### src/rtl/ctr_pkg.sv
package ctr_pkg;
  typedef enum logic [2:0] {
    OP_HOLD  = 3'd0,
    OP_CLEAR = 3'd1,
    OP_LOAD  = 3'd2,
    OP_INC   = 3'd3,
    OP_DEC   = 3'd4
  } ctr_op_e;
endpackage

### src/rtl/ctr_ctrl.sv
module ctr_ctrl
  import ctr_pkg::*;
(
  input  logic    srst_n,
  input  logic    load_n,
  input  logic    cnt_en_p_n,
  input  logic    cnt_en_t_n,
  input  logic    up,
  output ctr_op_e op
);
  logic count_ok;
  assign count_ok = ~cnt_en_p_n & ~cnt_en_t_n;

  // priority: sync clear, load, count, hold
  always_comb begin
    if (!srst_n)       op = OP_CLEAR;
    else if (!load_n)  op = OP_LOAD;
    else if (count_ok) op = up ? OP_INC : OP_DEC;
    else               op = OP_HOLD;
  end
endmodule

### src/rtl/ctr_state.sv
module ctr_state
  import ctr_pkg::*;
#(
  parameter int WIDTH = 8
) (
  input  logic             clk,
  input  logic             rst_n,
  input  ctr_op_e          op,
  input  logic [WIDTH-1:0] din,
  output logic [WIDTH-1:0] count
);
  localparam logic [WIDTH-1:0] ONE = WIDTH'(1);

  logic [WIDTH-1:0] count_q, count_d;

  always_comb begin
    unique case (op)
      OP_CLEAR: count_d = '0;
      OP_LOAD:  count_d = din;
      OP_INC:   count_d = count_q + ONE;
      OP_DEC:   count_d = count_q - ONE;
      default:  count_d = count_q;
    endcase
  end

  always_ff @(posedge clk or negedge rst_n) begin
    if (!rst_n) count_q <= '0;
    else        count_q <= count_d;
  end

  assign count = count_q;
endmodule

### src/rtl/ctr_tc.sv
module ctr_tc #(
  parameter int WIDTH = 8
) (
  input  logic [WIDTH-1:0] count,
  input  logic             up,
  input  logic             cnt_en_t_n,
  output logic             tc_n
);
  logic at_top, at_bot, edge_hit;
  assign at_top   = &count;
  assign at_bot   = ~|count;
  assign edge_hit = up ? at_top : at_bot;
  assign tc_n     = ~(edge_hit & ~cnt_en_t_n);
endmodule

### src/rtl/ctr_bus.sv
module ctr_bus #(
  parameter int WIDTH = 8
) (
  input  logic             cs_n,
  input  logic             oe_n,
  input  logic             load_n,
  input  logic [WIDTH-1:0] count,
  output logic             bus_oe,
  output logic [WIDTH-1:0] bus_out
);
  // a pending load keeps the pad released so external data can arrive
  assign bus_oe  = ~cs_n & ~oe_n & load_n;
  assign bus_out = bus_oe ? count : '0;
endmodule

### src/rtl/bidir_updown_counter.sv
module bidir_updown_counter
  import ctr_pkg::*;
#(
  parameter int WIDTH = 8
) (
  input  logic             clk,
  input  logic             rst_n,
  input  logic             srst_n,
  input  logic             load_n,
  input  logic             cnt_en_p_n,
  input  logic             cnt_en_t_n,
  input  logic             up,
  input  logic             cs_n,
  input  logic             oe_n,
  input  logic [WIDTH-1:0] bus_in,
  output logic [WIDTH-1:0] bus_out,
  output logic             bus_oe,
  output logic             tc_n
);
  ctr_op_e          op;
  logic [WIDTH-1:0] count_q;

  ctr_ctrl u_ctrl (
    .srst_n     (srst_n),
    .load_n     (load_n),
    .cnt_en_p_n (cnt_en_p_n),
    .cnt_en_t_n (cnt_en_t_n),
    .up         (up),
    .op         (op)
  );

  ctr_state #(.WIDTH(WIDTH)) u_state (
    .clk   (clk),
    .rst_n (rst_n),
    .op    (op),
    .din   (bus_in),
    .count (count_q)
  );

  ctr_tc #(.WIDTH(WIDTH)) u_tc (
    .count      (count_q),
    .up         (up),
    .cnt_en_t_n (cnt_en_t_n),
    .tc_n       (tc_n)
  );

  ctr_bus #(.WIDTH(WIDTH)) u_bus (
    .cs_n    (cs_n),
    .oe_n    (oe_n),
    .load_n  (load_n),
    .count   (count_q),
    .bus_oe  (bus_oe),
    .bus_out (bus_out)
  );
endmodule

### config.mk
export PLATFORM = sky130hd
export DESIGN_NAME = bidir_updown_counter
export DESIGN_NICKNAME = d
export VERILOG_FILES = /design/src/rtl/ctr_pkg.sv /design/src/rtl/ctr_ctrl.sv /design/src/rtl/ctr_state.sv /design/src/rtl/ctr_tc.sv /design/src/rtl/ctr_bus.sv /design/src/rtl/bidir_updown_counter.sv
export SDC_FILE = /design/constraint.sdc
export NUM_CORES = 1
export LEC_CHECK = 0
export BUFFER_PORTS_ARGS = -buffer_cell sky130_fd_sc_hd__buf_2
export CAP_MARGIN = 25
export CELL_PAD_IN_SITES_DETAIL_PLACEMENT = 0
export CELL_PAD_IN_SITES_GLOBAL_PLACEMENT = 1
export CORE_MARGIN = 10
export CORE_UTILIZATION = 37
export CTS_BUF_LIST = sky130_fd_sc_hd__clkbuf_4
export DETAILED_ROUTE_END_ITERATION = 10
export PLACE_DENSITY_LB_ADDON = 0.1
export SLEW_MARGIN = 40
export SYNTH_ARGS = -nofsm -noshare
export SYNTH_HDL_FRONTEND = slang
export SYNTH_SLANG_ARGS = --single-unit
### constraint.sdc
create_clock -name clk -period 1.95 [get_ports clk]
set_input_delay 0.2925 -clock clk [delete_from_list [all_inputs] [get_ports clk]]
set_output_delay 0.2925 -clock clk [all_outputs]
set_load 0.01 [all_outputs]
Yosys cells after proc, flatten, opt, wreduce, memory -nomap -nowiden
Index checks and enable logic that the tools add are counted.
Cells by class
  add/subtract/negate cells: 2
  equal/unequal tests: 4
  mux-type cells: 7
  bitwise gates (word level): 9
  reduce and logical (&&, ||, !) cells: 4
Operators with widths (number)
  8-bit case mux with 4 select lines: 1
  3-bit two-way mux: 4
  8-bit by 1-bit adder with 8-bit output, second input constant: 1
  8-bit two-way mux: 1
  8-bit AND reduction: 1
  8-bit OR reduction: 1
  8-bit by 1-bit subtractor with 8-bit output, second input constant: 1
  3-bit by 2-bit equality test with 1-bit output, second input constant: 2
  1-bit inverter: 5
  1-bit bitwise AND: 4
  4-bit nonzero test: 1
  3-bit by 1-bit equality test with 1-bit output, second input constant: 1
  3-bit equality test, second input constant: 1
  1-bit logical NOT: 1
  1-bit two-way mux: 1
Word-level totals
  bits in registers: 8
  input bits: 17
  output and inout bits: 10
  word-level logic and storage cells: 27

Longest topological paths before layout
  depth after elaboration: 7
  gate-level depth with buffers: 10
  gate-level depth less buffers: 10

Modules after synthesis
A second synthesis with hierarchy kept.
Second synthesis, totals
  cells, all modules: 119
  area total of the unflattened synthesis: 1014.7 µm²
By module, submodules not included
  ctr_state: instances 1, cells an instance 96, area an instance 812.0 µm², seq. area each 200.2 µm²
  ctr_bus: instances 1, cells an instance 9, area an instance 107.6 µm², seq. area each 0.0 µm²
  ctr_tc: instances 1, cells an instance 7, area an instance 50.0 µm², seq. area each 0.0 µm²
  ctr_ctrl: instances 1, cells an instance 7, area an instance 45.0 µm², seq. area each 0.0 µm²

Worst setup path after synthesis
OpenSTA, ideal clock, no wires.
  path kind: input port to flip-flop
  from: input cnt_en_t_n
  to: register u_state.count_q[4] (netlist: u_state.count[4])
  setup time: 0.119 ns
  data arrival time: 2.194 ns
  data required time: 1.831 ns
  path slack: -0.363 ns
  stages on the path: 10
  path buffers: 0
  cell sequence: nor2_2 -> nand3_1 -> or2_2 -> inv_1 -> ha_1 -> nor2b_1 -> o21a_1 -> nor3_1 -> and4b_1 -> o21a_1
On the way
  cells in the longest elaborated chain, start to end: 7
  elaborated cells between the ends (all ways): 11
  those cells by class: eq/ne (4); mux (4); bitwise (2); reduce/logical (1)
RTL lines
  start, declared: RTL line bidir_updown_counter.sv:11  | input logic cnt_en_t_n,
  1-bit inverter *: RTL line ctr_ctrl.sv:12  | assign count_ok = ~cnt_en_p_n & ~cnt_en_t_n;
  1-bit bitwise AND *: RTL line ctr_ctrl.sv:12
  3-bit two-way mux *: RTL line ctr_ctrl.sv:18  | else if (count_ok) op = up ? OP_INC : OP_DEC;
  3-bit two-way mux *: RTL line ctr_ctrl.sv:17  | else if (!load_n) op = OP_LOAD;
  3-bit two-way mux *: RTL line ctr_ctrl.sv:16  | if (!srst_n) op = OP_CLEAR;
  3-bit equality test, or another cell as far along: RTL line ctr_state.sv:17  | unique case (op)
  8-bit case mux with 4 select lines or 4-bit nonzero test (tied branches)
  end signal, assigned: RTL line ctr_state.sv:28  | else count_q <= count_d;
  end, declared: RTL line ctr_state.sv:14  | logic [WIDTH-1:0] count_q, count_d;
Every way passes the cells marked *; elsewhere a longest branch is shown, timed or not.
A chain may end at the register's enable or synchronous reset.

Final worst setup path
  from: register u_state.count_q[3] (netlist: u_state.count[3])
  to: output tc_n
On the way
  cells in the longest elaborated chain, start to end: 5
  elaborated cells between the ends (all ways): 6
  those cells by class: mux (1); bitwise (2); reduce/logical (3)
RTL lines
  8-bit OR reduction: RTL line ctr_tc.sv:11  | assign at_bot = ~|count;
  1-bit logical NOT: RTL line ctr_tc.sv:11
  1-bit two-way mux *: RTL line ctr_tc.sv:12  | assign edge_hit = up ? at_top : at_bot;
  1-bit bitwise AND *: RTL line ctr_tc.sv:13  | assign tc_n = ~(edge_hit & ~cnt_en_t_n);
  1-bit inverter *: RTL line ctr_tc.sv:13
  end, declared: RTL line bidir_updown_counter.sv:18  | output logic tc_n
Marked as above.

==> reports/metrics.yaml <==
power_and_ir_drop:
  ir_drop_uv: 283
  p_comb_share_pct: 33.8
  p_seq_share_pct: 39.5
  p_per_area_nw_per_um2: 425
  internal_power_w: 0.000334
  switching_share_pct: 33.2
  p_switching_w: 0.000166
  p_leak_nw: 0.608
  p_clk_share_pct: 26.7
final_layout:
  final_cell_count_no_fill: 168
  final_layout_size_suffix_gt1_share_pct: 44.7
  layout.nets: 167
  fin_area_um2: 1180
  largest_reg_flops: 8
  nFillCells: 190
  n_antenna_cell: 0
  area_growth_syn_to_layout_pct: 44.3
setup_path:
  crit_path_start_kind: "flip-flop"
  cp.arrival_ps: 1580
  worst-path-max-fanout: 4
  critPathCaptureType: "output port"
  worstPathRequired_ps: 1660
  crit_type: "flip-flop to output port"
outcome:
  status: "finished clean"
cts:
  cts_num_sinks: 8
  clock_path_buffers: 2
  cts_buffers: 3
  htreeDepth: 1
  post_cts_buffers: 0
  cts_tree: "yes"
  cts-root-buf: "clkbuf_4"
  clk_pin_slew_worst_paths_ps: 60
  clock_latency_ps: 260
synthesis:
  async_reset_ff_share_pct: 100
  yosys-top-cells-area: "dfrtp_1 (25%), ha_1 (9.2%), and2_1 (5.4%)"
  ys_seq_area_share_pct: 24.5
  synth_edf_count: 0
  synth_area_um2: 816
  ys.flop_type: "dfrtp_1"
  ys_warn_count: 0
  netlist.area_leader.share_pct: 24.5
  synth_seq_cells: 8
  syn_nets: 120
  post-synth-top-area-cell: "dfrtp_1"
  yosys.cell_count.top_type: "dfrtp_1"
  synthTopCellsByCount: "dfrtp_1 (8), and2_1 (7), ha_1 (6), nand2_1 (6), o21ai_0 (6)"
  syn_inst: 96
  synth.distinct_cells: 40
  syn_area_per_cell_um2: 8.50
routing:
  drt-initial-drc-count: 39
  drt-total-wl_mm: 2.78
  dr_wl_met3_um: 242
  met1Wirelength_mm: 1.23
  ant_nets: 0
  drc_errors: 0
  viasPerCell: 5.26
  avgRoutedWirePerCell_um: 16.6
  top_layer: "met4"
  routed-wl-met2_mm: 1.29
  vias: 884
  firstDrtPassIters: 4
global_route:
  grt_max_degree: 20
  first_global_vias: 889
  grt_pass1_wl_mm: 4.26
  grt_usage_pct: 12.2
  grt_overflow_total: 0
  antenna_found_initial: 0
die:
  io_pins: 27
  die_area_um2: 4480
  start_util_pct: 40.3
  rows: 16
  dieWidth_um: 67.0
  die_h_um: 67.0
  core-area_um2: 2020
sta:
  fin_skew_ps: 4.45
  finalHoldViolCount: 0
  fmax_mhz: 534
  setup_viol: 0
  fin_crit_ps: 1870
  worst_pin_slew_ps: 250
  finalWorstSetupSlack_ps: 76.1
  fin_crit_sh_pct: 96.1
  grt_setup_unrepaired: "true"
  slew-limit-headroom_pct: 83.1
  final.setup.tns_ps: 0
  slew_viol_final: 0
place:
  placed_cell_area_um2: 1130
  dp_cells: 164
  pre_cts_slack_ps: -172
  gp_congestion: 0.835
  port_buffers: 26
  dpl.hpwl_mm: 2.11
min_path:
  worstHoldPathType: "input port to flip-flop"
job:
  maxCapViolations: 0
## final timing paths
path | from | to | slack [ps] | cells after the start
worst max-delay path | u_state.count[3] | tc_n | 80 | 5
worst min-delay path | bus_in[2] | u_state.count[2] | 260 | 2
worst max register to register | u_state.count[1] | u_state.count[4] | 160 | 7
worst min register to register | u_state.count[7] | u_state.count[7] | 720 | 2
max in group asynchronous | rst_n | u_state.count[2] | 1350 | 2
min in group asynchronous | rst_n | u_state.count[1] | 410 | 2
## metrics by stage
step                      power [W]  hold slack, ps  util (%)
final                      0.000500             263      58.2
after CTS                  0.000503             258      57.7
after floorplan            0.000287           -3.09         -
after detailed placement   0.000364             158      56.1
after global routing       0.000534             265      58.2
after global placement     0.000361             153      56.1
## logic make-up (layout without fill, tap and decap cells)
| family | after synthesis | in the layout | share of synthesized area, % |
|---|---|---|---|
| adder cells (fa/ha/maj) | 7 | 7 | 11.7 |
| XOR/XNOR | 6 | 6 | 6.44 |
| buffers and inverters | 9 | 54 | 5.21 |
| flip-flops | 8 | 8 | 24.5 |
| AND/OR/NAND/NOR | 35 | 35 | 24.2 |
| multiplexers | 1 | 1 | 1.23 |
| AO/OA/AOI/OAI | 30 | 30 | 26.7 |
## power groups by stage
stage	registers [W]	logic [W]	clock network [W]
global placement	0.000199	0.000162	0
CTS	0.000196	0.000168	0.000138
global route	0.000200	0.000187	0.000147
finish	0.000198	0.000169	0.000134
detailed placement	0.000199	0.000165	0
floorplan	0.000192	0.0000949	0
## area by class of cell
cell class                 count  area (um^2)  share of cell area, %
clock buffer                   3         22.5                   1.91
inverter                       5         21.3                   1.81
multi-input combinational     79          617                   52.4
sequential                     8          200                   17.0
tap                           27         33.8                   2.87
timing repair buffer          46          283                   24.0
## cells in the final DEF, fill, tap and decap left out, types with 2 or more instances in the layout
| cell type | instances |
|---|---|
| nor2_1 | 3 |
| xor2_1 | 3 |
| a31oi_1 | 3 |
| nand2_1 | 6 |
| and2_1 | 7 |
| a21oi_1 | 2 |
| o211ai_1 | 3 |
| ha_1 | 5 |
| o2111ai_1 | 2 |
| buf_2 | 26 |
| clkbuf_4 | 3 |
| nor3_1 | 3 |
| o21a_1 | 2 |
| buf_4 | 19 |
| o211a_1 | 3 |
| nand3_1 | 3 |
| inv_1 | 4 |
| dfrtp_1 | 8 |
| xnor2_1 | 3 |
| o21ai_0 | 6 |
## critical path, stage by stage, from the launching register on
cell and delay (ps):
dfrtp_1 390, buf_4 160, nor4_2 250, a31oi_1 110, or2_2 270, buf_2 140
## metal layers
metal | global-route usage, % | vias up
met5 | 0 | -
met4 | 4.62 | 0
met3 | 3.51 | 2
met2 | 20.9 | 26
met1 | 13.9 | 411
li1 | - | 445
## repair_timing
action                                  in CTS  in global routing
endpoints found under the setup margin       0                  3
gates resized for setup                      0                  2
hold buffers                                 1                  0
hold endpoints to repair                     8                  0
Power figures use the tool's default switching activity.
